--- config.mk ---
export PLATFORM = sky130hd
export DESIGN_NAME = task_dispatch_ctrl
export DESIGN_NICKNAME = d
export VERILOG_FILES = /design/src/rtl/tdisp_pkg.sv /design/src/rtl/tdisp_trig_select.sv /design/src/rtl/tdisp_flag_bank.sv /design/src/rtl/tdisp_dispatcher.sv /design/src/rtl/task_dispatch_ctrl.sv
export SDC_FILE = /design/constraint.sdc
export NUM_CORES = 1
export LEC_CHECK = 0
export ABC_AREA = 1
export BUFFER_PORTS_ARGS = -buffer_cell sky130_fd_sc_hd__buf_4
export CAP_MARGIN = 20
export CORE_MARGIN = 2
export CORE_UTILIZATION = 46
export CTS_CLUSTER_DIAMETER = 150
export CTS_CLUSTER_SIZE = 20
export DETAILED_ROUTE_END_ITERATION = 7
export MAX_ROUTING_LAYER = met4
export PLACE_DENSITY = 0.86
export SYNTH_ARGS = -nofsm -noshare
export SYNTH_HDL_FRONTEND = slang
export SYNTH_SLANG_ARGS = --single-unit
--- constraint.sdc ---
create_clock -name clk -period 2.14 [get_ports clk]
set_clock_uncertainty 0.1 [all_clocks]
set_input_delay 0.428 -clock clk [delete_from_list [all_inputs] [get_ports clk]]
set_output_delay 0.428 -clock clk [all_outputs]
set_load 0.005 [all_outputs]
--- src/rtl/tdisp_pkg.sv ---
package tdisp_pkg;

    localparam int TD_TASKS = 8;
    localparam int TD_PC_W  = 12;

    typedef enum logic {
        SRC_CONV = 1'b0,
        SRC_ALT  = 1'b1
    } src_choice_e;

    typedef enum logic {
        DSP_IDLE = 1'b0,
        DSP_BUSY = 1'b1
    } dsp_state_e;

endpackage

--- src/rtl/tdisp_trig_select.sv ---
module tdisp_trig_select
    import tdisp_pkg::*;
#(
    parameter int NTASK = TD_TASKS
) (
    input  logic [NTASK-1:0] conv_irq,
    input  logic [NTASK-2:0] pwm_irq,
    input  logic             tmr0_irq,
    input  logic [NTASK-1:0] src_sel,
    output logic [NTASK-1:0] hw_req
);

    genvar gi;
    generate
        for (gi = 0; gi < NTASK; gi++) begin : g_sel
            logic alt_src;
            if (gi == NTASK - 1) begin : g_last
                assign alt_src = tmr0_irq;
            end else begin : g_pwm
                assign alt_src = pwm_irq[gi];
            end
            assign hw_req[gi] = (src_choice_e'(src_sel[gi]) == SRC_ALT) ? alt_src : conv_irq[gi];
        end
    endgenerate

endmodule

--- src/rtl/tdisp_flag_bank.sv ---
module tdisp_flag_bank
    import tdisp_pkg::*;
#(
    parameter int NTASK = TD_TASKS
) (
    input  logic             clk,
    input  logic             rst,
    input  logic [NTASK-1:0] hw_req,
    input  logic             sw_force_we,
    input  logic             sw_clr_pend_we,
    input  logic             sw_clr_ovf_we,
    input  logic [NTASK-1:0] host_wdata,
    input  logic [NTASK-1:0] disp_mask,
    output logic [NTASK-1:0] pend_q,
    output logic [NTASK-1:0] ovf_q
);

    logic [NTASK-1:0] force_set;
    logic [NTASK-1:0] pend_clr;
    logic [NTASK-1:0] ovf_clr;
    logic [NTASK-1:0] ovf_set;

    always_comb begin
        force_set = sw_force_we    ? host_wdata : '0;
        pend_clr  = sw_clr_pend_we ? host_wdata : '0;
        ovf_clr   = sw_clr_ovf_we  ? host_wdata : '0;
        // only hardware requests may overflow; a task leaving pending this cycle does not
        ovf_set   = hw_req & pend_q & ~disp_mask;
    end

    always_ff @(posedge clk) begin
        if (rst) begin
            pend_q <= '0;
            ovf_q  <= '0;
        end else begin
            pend_q <= (pend_q & ~pend_clr & ~disp_mask) | hw_req | force_set;
            ovf_q  <= (ovf_q & ~ovf_clr) | ovf_set;
        end
    end

    AST_FORCE_NO_OVF: assert property (@(posedge clk) disable iff (rst)
        1'b1 |=> ((ovf_q & ~$past(ovf_q) & ~$past(hw_req)) == '0));

    AST_HW_SET_WINS: assert property (@(posedge clk) disable iff (rst)
        (hw_req != '0) |=> ((pend_q & $past(hw_req)) == $past(hw_req)));

    AST_OVF_KEEPS_PEND: assert property (@(posedge clk) disable iff (rst)
        ((hw_req & pend_q & ~disp_mask) != '0) |=> ((ovf_q & $past(hw_req & pend_q & ~disp_mask)) != '0));

endmodule

--- src/rtl/tdisp_dispatcher.sv ---
module tdisp_dispatcher
    import tdisp_pkg::*;
#(
    parameter int NTASK = TD_TASKS,
    parameter int PC_W  = TD_PC_W
) (
    input  logic                  clk,
    input  logic                  rst,
    input  logic [NTASK-1:0]      pend,
    input  logic [NTASK-1:0]      task_en,
    input  logic [NTASK*PC_W-1:0] vec_table,
    input  logic                  core_stop,
    output logic [NTASK-1:0]      disp_mask,
    output logic [NTASK-1:0]      run_q,
    output logic [NTASK-1:0]      done_q,
    output logic                  start_stb,
    output logic [PC_W-1:0]       start_pc
);

    logic [NTASK-1:0] eligible;
    logic [NTASK-1:0] pick;
    logic [PC_W-1:0]  pick_pc;
    logic             found;
    dsp_state_e       state;

    assign state    = (run_q != '0) ? DSP_BUSY : DSP_IDLE;
    assign eligible = pend & task_en;

    always_comb begin
        pick    = '0;
        pick_pc = '0;
        found   = 1'b0;
        for (int i = 0; i < NTASK; i++) begin
            if (eligible[i] && !found) begin
                pick[i] = 1'b1;
                pick_pc = vec_table[i*PC_W +: PC_W];
                found   = 1'b1;
            end
        end
    end

    assign disp_mask = (state == DSP_IDLE) ? pick : '0;

    always_ff @(posedge clk) begin
        if (rst) begin
            run_q     <= '0;
            done_q    <= '0;
            start_stb <= 1'b0;
            start_pc  <= '0;
        end else begin
            start_stb <= 1'b0;
            done_q    <= '0;
            if (state == DSP_IDLE) begin
                if (found) begin
                    run_q     <= pick;
                    start_stb <= 1'b1;
                    start_pc  <= pick_pc;
                end
            end else if (core_stop) begin
                run_q  <= '0;
                done_q <= run_q;
            end
        end
    end

    AST_RUN_ONEHOT: assert property (@(posedge clk) disable iff (rst)
        $onehot0(run_q));

    AST_NO_PREEMPT: assert property (@(posedge clk) disable iff (rst)
        ((run_q != '0) && !core_stop) |=> $stable(run_q));

    AST_START_HAS_RUN: assert property (@(posedge clk) disable iff (rst)
        start_stb |-> ($countones(run_q) == 1));

    AST_DONE_ONE_CYCLE: assert property (@(posedge clk) disable iff (rst)
        (done_q != '0) |=> (done_q == '0));

    AST_DONE_MATCHES_RUN: assert property (@(posedge clk) disable iff (rst)
        ((run_q != '0) && core_stop) |=> ((done_q == $past(run_q)) && (run_q == '0)));

endmodule

--- src/rtl/task_dispatch_ctrl.sv ---
module task_dispatch_ctrl
    import tdisp_pkg::*;
#(
    parameter int NTASK = TD_TASKS,
    parameter int PC_W  = TD_PC_W
) (
    input  logic                  clk,
    input  logic                  rst,
    input  logic [NTASK-1:0]      conv_irq,
    input  logic [NTASK-2:0]      pwm_irq,
    input  logic                  tmr0_irq,
    input  logic [NTASK-1:0]      src_sel,
    input  logic [NTASK-1:0]      task_en,
    input  logic                  sw_force_we,
    input  logic                  sw_clr_pend_we,
    input  logic                  sw_clr_ovf_we,
    input  logic [NTASK-1:0]      host_wdata,
    input  logic [NTASK*PC_W-1:0] vec_table,
    input  logic                  core_stop,
    output logic                  start_stb,
    output logic [PC_W-1:0]       start_pc,
    output logic [NTASK-1:0]      run_map,
    output logic [NTASK-1:0]      pend_flags,
    output logic [NTASK-1:0]      ovf_flags,
    output logic [NTASK-1:0]      done_irq
);

    logic [NTASK-1:0] hw_req;
    logic [NTASK-1:0] disp_mask;

    tdisp_trig_select #(.NTASK(NTASK)) u_trig (
        .conv_irq (conv_irq),
        .pwm_irq  (pwm_irq),
        .tmr0_irq (tmr0_irq),
        .src_sel  (src_sel),
        .hw_req   (hw_req)
    );

    tdisp_flag_bank #(.NTASK(NTASK)) u_flags (
        .clk            (clk),
        .rst            (rst),
        .hw_req         (hw_req),
        .sw_force_we    (sw_force_we),
        .sw_clr_pend_we (sw_clr_pend_we),
        .sw_clr_ovf_we  (sw_clr_ovf_we),
        .host_wdata     (host_wdata),
        .disp_mask      (disp_mask),
        .pend_q         (pend_flags),
        .ovf_q          (ovf_flags)
    );

    tdisp_dispatcher #(.NTASK(NTASK), .PC_W(PC_W)) u_disp (
        .clk       (clk),
        .rst       (rst),
        .pend      (pend_flags),
        .task_en   (task_en),
        .vec_table (vec_table),
        .core_stop (core_stop),
        .disp_mask (disp_mask),
        .run_q     (run_map),
        .done_q    (done_irq),
        .start_stb (start_stb),
        .start_pc  (start_pc)
    );

    AST_IDLE_STOP_IGNORED: assert property (@(posedge clk) disable iff (rst)
        ((run_map == '0) && core_stop) |=> (done_irq == '0));

endmodule

# [Yosys cells after proc, flatten, opt, wreduce, memory -nomap -nowiden]
# Index checks and enable logic that the tools add are counted.
# Widths: inputs -> output; s select.
[word_totals] input_bits=142 regBits=45
[classes] eq_ne=1 bitwise_logic=14 n_mux=40 reduce_logical=20
[op_table] operator="$mux 12" n=8
[op_table] operator="$mux 8" n=7
[op_table] operator="$and 8x8->8" n=6
[op_table] operator="$mux 1" n=25
[op_table] operator="$not 8->8" n=3
[op_table] operator="$or 8x8->8" n=3
[op_table] operator="$reduce_bool 8->1" n=1
[op_table] operator="$logic_and 1x1->1" n=7
[op_table] operator="$logic_not 1->1" n=7
[op_table] operator="$reduce_and 2->1" n=2
[op_table] operator="$reduce_or 3->1" n=1
[op_table] operator="$ne 2x2->1 const B" n=1
[op_table] operator="$not 1->1" n=2
[op_table] operator="$reduce_bool 2->1" n=1
[op_table] operator="$reduce_or 2->1" n=1

# [Logic depth before layout (Yosys ltp)]
# Gate-level depths: netlist of the first run.
[depth] ltp_word=28 ltp_mapped=11

# [Hierarchy]
# A second synthesis of the first run with hierarchy kept.
[unflattened] hier_cells=500 hier_area_um2=2914.0
[by_module_without_submodules] module="tdisp_dispatcher" area_each_um2=2128.3 seq_area_each_um2=580.6 cells_each=375 n_inst=1
[by_module_without_submodules] module="tdisp_flag_bank" area_each_um2=665.6 seq_area_each_um2=320.3 cells_each=93 n_inst=1
[by_module_without_submodules] module="tdisp_trig_select" area_each_um2=120.1 seq_area_each_um2=0.0 cells_each=32 n_inst=1

# [Worst setup path before layout of the first run]
# Ideal clock, no wire load.
[synth_timing] kind="input port to flip-flop" from="input port task_en[1]" to="register u_flags.pend_q[5]" path_buffers=1 path_stages=8 arrival_ps=1366 setup_ps=138 required_ps=1902 slack_ps=536 cell_sequence="nand2_1 nand4_1 nor2_2 nand2_1 buf_4 o21a_1 o21ai_0 a21oi_1"
[synth_between] elab_chain_len=20
[synth_lines] item="start, declared" line="task_dispatch_ctrl.sv:13" text="input logic [NTASK-1:0] task_en,"
[synth_lines] item="$and 8x8->8 (*)" line="tdisp_dispatcher.sv:27" text="assign eligible = pend & task_en;"
[synth_lines] item="$logic_and 1x1->1 (*)" line="tdisp_dispatcher.sv:34" text="if (eligible[i] && !found) begin"
[synth_lines] item="$mux 1 (*)" line="tdisp_dispatcher.sv:34"
[synth_lines] item="$logic_not 1->1" line="tdisp_dispatcher.sv:34"
[synth_lines] item="$logic_and 1x1->1" line="tdisp_dispatcher.sv:34"
[synth_lines] item="$mux 1 (*)" line="tdisp_dispatcher.sv:34"
[synth_lines] item="$logic_not 1->1" line="tdisp_dispatcher.sv:34"
[synth_lines] item="$logic_and 1x1->1" line="tdisp_dispatcher.sv:34"
[synth_lines] item="(+3 left out)"
[synth_lines] item="$mux 1 (*)" line="tdisp_dispatcher.sv:34"
[synth_lines] item="$logic_not 1->1 (*)" line="tdisp_dispatcher.sv:34"
[synth_lines] item="$logic_and 1x1->1 (*)" line="tdisp_dispatcher.sv:34"
[synth_lines] item="$mux 1 (*)" line="tdisp_dispatcher.sv:34"
[synth_lines] item="$mux 8 (*)" line="tdisp_dispatcher.sv:42" text="assign disp_mask = (state == DSP_IDLE) ? pick : '0;"
[synth_lines] item="$not 8->8 (*)" line="tdisp_flag_bank.sv:36" text="pend_q <= (pend_q & ~pend_clr & ~disp_mask) | hw_req | force_set;"
[synth_lines] item="$and 8x8->8 (*)" line="tdisp_flag_bank.sv:36"
[synth_lines] item="$or 8x8->8 (*) (2 in series)" line="tdisp_flag_bank.sv:36"
[synth_lines] item="end signal, assigned" line="tdisp_flag_bank.sv:36"
[synth_lines] item="end, declared" line="tdisp_flag_bank.sv:14" text="output logic [NTASK-1:0] pend_q,"
# Every way passes the cells marked *; elsewhere a longest branch is shown, timed or not.
# A chain may end at the register's enable or synchronous reset.

# [Worst setup path in the final report of the first run]
[layout_timing] from="register u_flags.pend_q[0]" to="register u_flags.pend_q[6]"
[layout_between] elab_chain_len=25
[layout_lines] item="$and 8x8->8 (*)" line="tdisp_dispatcher.sv:27"
[layout_lines] item="$mux 1 (*)" line="tdisp_dispatcher.sv:34"
[layout_lines] item="$logic_not 1->1" line="tdisp_dispatcher.sv:34"
[layout_lines] item="$logic_and 1x1->1" line="tdisp_dispatcher.sv:34"
[layout_lines] item="$mux 1 (*)" line="tdisp_dispatcher.sv:34"
[layout_lines] item="$logic_not 1->1" line="tdisp_dispatcher.sv:34"
[layout_lines] item="$logic_and 1x1->1" line="tdisp_dispatcher.sv:34"
[layout_lines] item="$mux 1 (*)" line="tdisp_dispatcher.sv:34"
[layout_lines] item="(+8 left out)"
[layout_lines] item="$mux 1 (*)" line="tdisp_dispatcher.sv:34"
[layout_lines] item="$logic_not 1->1 (*)" line="tdisp_dispatcher.sv:34"
[layout_lines] item="$logic_and 1x1->1 (*)" line="tdisp_dispatcher.sv:34"
[layout_lines] item="$mux 1 (*)" line="tdisp_dispatcher.sv:34"
[layout_lines] item="$mux 8 (*)" line="tdisp_dispatcher.sv:42"
[layout_lines] item="$not 8->8 (*)" line="tdisp_flag_bank.sv:36"
[layout_lines] item="$and 8x8->8 (*)" line="tdisp_flag_bank.sv:36"
[layout_lines] item="$or 8x8->8 (*) (2 in series)" line="tdisp_flag_bank.sv:36"
# Marks and branches as above.

==> results of run 1 <==
worst register-to-register path: stages, from the launching register on:
cell and delay [ns]:
dfxtp_1 0.37, nand2_4 0.20, nand3_4 0.13, nor2_8 0.12, nand4_2 0.33, nor2_1 0.26, nor2_1 0.07, o21ai_0 0.09
a21oi_1 0.09
layout make-up:
type                    count  area [µm²]  share of cell area [%]
clock inverters             3        65.1                    1.46
repair buffers            194        1470                    33.0
well taps                  75        93.8                    2.11
clock buffers               5        68.8                    1.55
flip-flops and latches     45         901                    20.3
inverters                  66         248                    5.57
multi-input cells         334        1600                    36.0
through the flow:
| stage | hold slack [ns] | total power [µW] |
|---|---|---|
| after floorplan | 0.359 | 1470 |
| after global routing | 0.298 | 2830 |
| final | 0.301 | 2690 |
| after global placement | 0.354 | 1920 |
| after detailed placement | 0.359 | 1940 |
| after CTS | 0.302 | 2690 |
cells by family (layout without fill, tap and decap cells):
group | Yosys count | after routing | share of synthesized area, %
muxes | 8 | 8 | 3.15
buffers and inverters | 85 | 268 | 12.4
DFF | 45 | 45 | 31.5
and+or+nand+nor | 263 | 263 | 40.5
AOI/OAI and AO/OA | 63 | 63 | 12.3
state kept, by name (all words and copies together) (netlist names):
register	cells
u_disp.run_q	8
u_flags.pend_q	8
u_flags.ovf_q	8
u_disp.start_pc	12
u_disp.done_q	8
u_disp.start_stb	1
cells in the mapped netlist, types with 3 or more instances:
cell,n,area share (%)
nand2_1,99,13
dfxtp_1,45,32
a21oi_2,8,2.5
inv_1,63,8.3
nor3_1,10,1.8
nand3_1,48,8.4
nand4_2,3,1.3
clkbuf_1,7,0.92
inv_2,3,0.39
o21ai_0,14,2.5
nand4_1,6,1.3
nor2_1,90,12
a21oi_1,36,6.3
buf_4,4,1.1
mux2_2,8,3.2
buf_2,5,0.88
per-layer routing:
| metal | track usage (%) | vias to the layer above | routed length [µm] |
|---|---|---|---|
| met5 | - | - | 0 |
| met4 | 10.4 | 0 | 318 |
| met3 | 9.34 | 32 | 984 |
| met2 | 49.6 | 209 | 4860 |
| met1 | 34.9 | 1659 | 4190 |
| li1 | - | 1825 | - |
layout by cell type (no fill, tap or decap), types with 2 or more instances in the layout:
cell type,instances
nand4_2,3
inv_1,63
buf_4,193
a21oi_1,36
a21oi_2,8
inv_2,3
nand3_1,48
nand4_1,6
a21boi_0,2
o21ai_0,14
mux2_2,8
o21ai_1,2
clkbuf_8,5
nor2_2,2
nor2_4,2
nor3_1,10
nand2_1,99
dfxtp_1,45
bufinv_16,2
nor2_1,90
worst paths after layout:
kind | start | endpoint | slack, ns | cells past startpoint
worst max-delay path | u_flags.pend_q[0] | u_flags.pend_q[6] | 0.26 | 8
worst min register to register | u_disp.run_q[4] | u_disp.done_q[4] | 0.37 | 2
worst min-delay path | rst | u_disp.start_pc[2] | 0.30 | 2
worst max register to register | u_flags.pend_q[0] | u_flags.pend_q[6] | 0.26 | 8
report_power, final:
group | switching (µW) | total, µW | internal [µW]
Sequential | 56.6 | 974 | 917
Combinational | 487 | 954 | 467
Clock | 303 | 767 | 464
Total | 847 | 2690 | 1850
==> flow_summary.json, run 1 <==
{
  "period_needed_ns": 1.88,
  "p_per_area_mw_per_mm2": 606,
  "chipHeight_um": 82.8,
  "slew_violations": 0,
  "power.ir.vdd_worst_v": 0.000503,
  "grt_first_pass_wirelength_um": 16600,
  "cts_setup_buffers": 0,
  "grt_start_max_net_pins": 31,
  "route.detailed.drc": 0,
  "relSlewSlack_pct": 69.3,
  "port-buffer-count": 186,
  "yosysSeqAreaShare_pct": 31.5,
  "cell_with_the_biggest_individual_delay_on_the_critical_path": "dfxtp_1",
  "fp.dieW_um": 82.8,
  "timing.critical_path.mode_cell": "nor2_1",
  "floorplan_core_area_mm2": 0.00596,
  "stdcell_area_mm2": 0.00445,
  "yosysUniqueCellTypes": 26,
  "postCtsHoldBufs": 0,
  "area_growth_pct": 55.6,
  "min_path_type": "in -> reg",
  "dp_hpwl_um": 8360,
  "synth-edff-count": 0,
  "final_net_count": 788,
  "tritoncts": "built",
  "cts.sinks": 45,
  "pre_cts_ws_ns": 0.139,
  "routed_wirelength_um": 10300,
  "routed-via-count": 3725,
  "tightestPinTransition_ns": 0.459,
  "status": "complete, no violations",
  "totalNegativeSetupSlack_ns": 0,
  "maxCapViolCount": 0,
  "synth.avg_cell_area_um2": 6.16,
  "clockBufferDepth": 2,
  "postPlaceCellArea_mm2": 0.00431,
  "critPathBufInv": 0,
  "post-route-period-util_pct": 87.6,
  "die_area_mm2": 0.00686,
  "timing.critical_path.slowest_cell_delay_ns": 0.37,
  "cp_data_required_time_ns": 2.22,
  "cts-root-buf": "clkbuf_8",
  "start_util_pct": 48.0,
  "htreeDepth": 2,
  "endpoint_kind": "register",
  "placed_cells_incl_taps": 714,
  "leftover_overflow_at_the_end_of_global_routing": 0,
  "worst_path_dominant_cell_family": "simple AND/OR/NAND/NOR gates",
  "grt_setup_unrepaired": "no",
  "postSynthRegisterBits": 45,
  "worstPathArrival_ns": 1.96,
  "antenna_violating_nets_post_route": 0,
  "clkLatencyLatePin_ns": 0.31,
  "cts.clk_slew.worst_paths_ns": 0.08,
  "track_usage_pct": 30.2,
  "ys.warnings.count": 0,
  "finalHoldViolCount": 0,
  "place.gp.congestion": 0.990,
  "startpoint_type": "register",
  "post-route-util_pct": 74.7,
  "route.detailed.vias_per_inst": 5.16,
  "timing_worst_setup_path_type": "reg -> reg",
  "io_pins": 187,
  "first_global_vias": 3685,
  "firstDrtPassIters": 5,
  "route.detailed.wl_per_inst_um": 14.3,
  "synthArstFlopShare_pct": 0,
  "antenna_violations_before_repair": 0,
  "netlist_area_mm2": 0.00286,
  "critical_path.cell_chain": "nand2_4, nand3_4, nor2_8, nand4_2, nor2_1, nor2_1, o21ai_0, a21oi_1",
  "setup_slack_ns": 0.264,
  "fmax_mhz": 533,
  "finalSetupViolations": 0,
  "diodes": 0,
  "drtIter0Drc": 257,
  "final_layout_size_suffix_gt1_share_pct": 35.7,
  "cts_made_buffers": 5,
  "fin_cells": 722,
  "leakage_uw": 0.00236,
  "cts_resized": 0,
  "synth.net_count": 606,
  "timing.critical_path.fanout_max": 18,
  "postSynthCellCount": 464,
  "row_count": 28,
  "fillers": 513,
  "flip_flop_cell_with_the_highest_count_after_synthesis": "dfxtp_1"
}
No activity file was read; power rests on OpenSTA's default activity.
==> inputs of run 2 (changes only) <==
--- a/config.mk
+++ b/config.mk
@@ -8,7 +8,8 @@
 export ABC_AREA = 1
 export BUFFER_PORTS_ARGS = -buffer_cell sky130_fd_sc_hd__buf_4
 export CAP_MARGIN = 20
-export CORE_MARGIN = 2
+export CORE_ASPECT_RATIO = 1.4
+export CORE_MARGIN = 1.5
 export CORE_UTILIZATION = 46
 export CTS_CLUSTER_DIAMETER = 150
 export CTS_CLUSTER_SIZE = 20
==> run 2 against run 1 <==
Utilization is 1.1 points lower. Critical endpoint is now u_disp.start_pc[6]. Hold slack better by 0.0070 ns. Register-to-register slack better by 0.08 ns. Clock-buffer cell count did not move. Non-clock buffer count decreased by 3. Largest cell class unchanged. Fmax grew 4.4%. Critical path depth is 1 higher. Cell area is 1.6% lower.
==> flow_summary.json, run 2 (same netlist as run 1, synthesis figures left out) <==
{
  "status": "complete, no violations",
  "sw_frac_of_total_pct": 34.6,
  "post-route-period-util_pct": 83.9,
  "fillers": 536,
  "grt_start_max_net_pins": 37,
  "die_area_mm2": 0.00670,
  "p_int_uw": 1610,
  "switching_power_uw": 854,
  "place.gp.congestion": 0.945,
  "maxCapViolCount": 0,
  "clkLatencyLatePin_ns": 0.30,
  "timing_worst_setup_path_type": "reg -> reg",
  "firstDrtPassIters": 5,
  "finalHoldViolCount": 0,
  "postCtsHoldBufs": 0,
  "totalNegativeSetupSlack_ns": 0,
  "largest_register_ffs": 12,
  "p_per_area_mw_per_mm2": 564,
  "finalSetupViolations": 0,
  "leftover_overflow_at_the_end_of_global_routing": 0,
  "port-buffer-count": 186,
  "routed-via-count": 3636,
  "area_of_the_multi_input_gates_mm2": 0.00160,
  "row_count": 33,
  "routed_wirelength_um": 10300,
  "timing.critical_path.fanout_max": 14,
  "route.detailed.drc": 0,
  "clockBufferDepth": 2,
  "floorplan_core_area_mm2": 0.00595,
  "relSlewSlack_pct": 68.5,
  "power.clock.fraction_pct": 22.3,
  "power.ir.vdd_worst_v": 0.000485,
  "tritoncts": "built",
  "grt_first_pass_wirelength_um": 16000,
  "cts_resized": 0,
  "cts_made_buffers": 5,
  "start_util_pct": 48.1,
  "final_layout_size_suffix_gt1_share_pct": 35.4,
  "antenna_violations_before_repair": 0,
  "diodes": 0,
  "setup_slack_ns": 0.344,
  "cts-root-buf": "clkbuf_8",
  "min_path_type": "in -> reg",
  "track_usage_pct": 31.0,
  "route.detailed.wl_per_inst_um": 14.4,
  "final_net_count": 785,
  "drtIter0Drc": 253,
  "htreeDepth": 2,
  "sequential_cell_area_um2": 901,
  "area_growth_pct": 53.1,
  "worstPathArrival_ns": 1.90,
  "layout.cells.most_common_list": "buf_4, nand2_1, nor2_1, inv_1, nand3_1",
  "first_global_vias": 3611,
  "fp.dieW_um": 69.6,
  "grt_setup_unrepaired": "no",
  "power_frac_comb_pct": 38.2,
  "pre_cts_ws_ns": 0.175,
  "mostFrequentLayoutCell": "buf_4",
  "cp_data_required_time_ns": 2.25,
  "endpoint_kind": "register",
  "slew_violations": 0,
  "io_pins": 187,
  "post-route-util_pct": 73.6,
  "chipHeight_um": 96.3,
  "leakage_uw": 0.00232,
  "cts.sinks": 45,
  "fmax_mhz": 557,
  "startpoint_type": "register",
  "pwr-share-seq_pct": 39.5,
  "period_needed_ns": 1.80,
  "antenna_violating_nets_post_route": 0,
  "route.detailed.vias_per_inst": 5.09,
  "largest-register": "u_disp.start_pc",
  "stdcell_area_mm2": 0.00437,
  "cts_setup_buffers": 0,
  "postPlaceCellArea_mm2": 0.00428,
  "dp_hpwl_um": 8360,
  "tightestPinTransition_ns": 0.472,
  "cts.clk_slew.worst_paths_ns": 0.09
}
[run 2: critical path: stages (launching register included)]
cell and delay [ns]:
dfxtp_1 0.36, nand2_1 0.13, inv_2 0.23, nor2_2 0.10, nand2_1 0.30, inv_1 0.13, nand2_1 0.09, nand4_1 0.11
nor2_1 0.11, nor2_1 0.05
[run 2: area by class of cell]
| type | count | area share, % |
|---|---|---|
| multi-input cells | 334 | 36.6 |
| repair buffers | 191 | 33.1 |
| flip-flops and latches | 45 | 20.6 |
| inverters | 66 | 5.66 |
| well taps | 70 | 2.00 |
| clock buffers | 5 | 1.57 |
| clock inverters | 3 | 0.486 |
[run 2: per-stage QoR]
stage | total power, µW | hold WS (ns) | instances
finish | 2470 | 0.308 | 714
global route | 2600 | 0.320 | 714
CTS | 2460 | 0.302 | 714
detailed placement | 1930 | 0.360 | 706
global placement | 1910 | 0.355 | 706
floorplan | 1470 | 0.359 | 464
[run 2: final timing paths]
path,start,to,slack [ns],depth (start not counted)
worst max-delay path,u_flags.pend_q[4],u_disp.start_pc[6],0.34,9
worst min-delay path,sw_clr_ovf_we,u_flags.ovf_q[7],0.31,4
worst max register to register,u_flags.pend_q[4],u_disp.start_pc[6],0.34,9
worst min register to register,u_flags.ovf_q[7],u_flags.ovf_q[7],0.38,2
[run 2: routing by layer]
metal / vias to the layer above / wire [µm] / share of wire [%] / global-route usage, %
met3: 27 / 584 / 5.7 / 3.66
li1: 1824 / - / - / -
met5: - / 0 / 0 / -
met4: 0 / 341 / 3.3 / 12.0
met1: 1636 / 3730 / 36 / 31.7
met2: 149 / 5640 / 55 / 60.4
[run 2: power groups by stage]
stage	clock network [µW]	logic, µW	registers, µW
final	549	943	974
after global routing	583	1040	980
after CTS	548	942	972
after detailed placement	0	937	991
after global placement	0	918	988
after floorplan	0	489	985
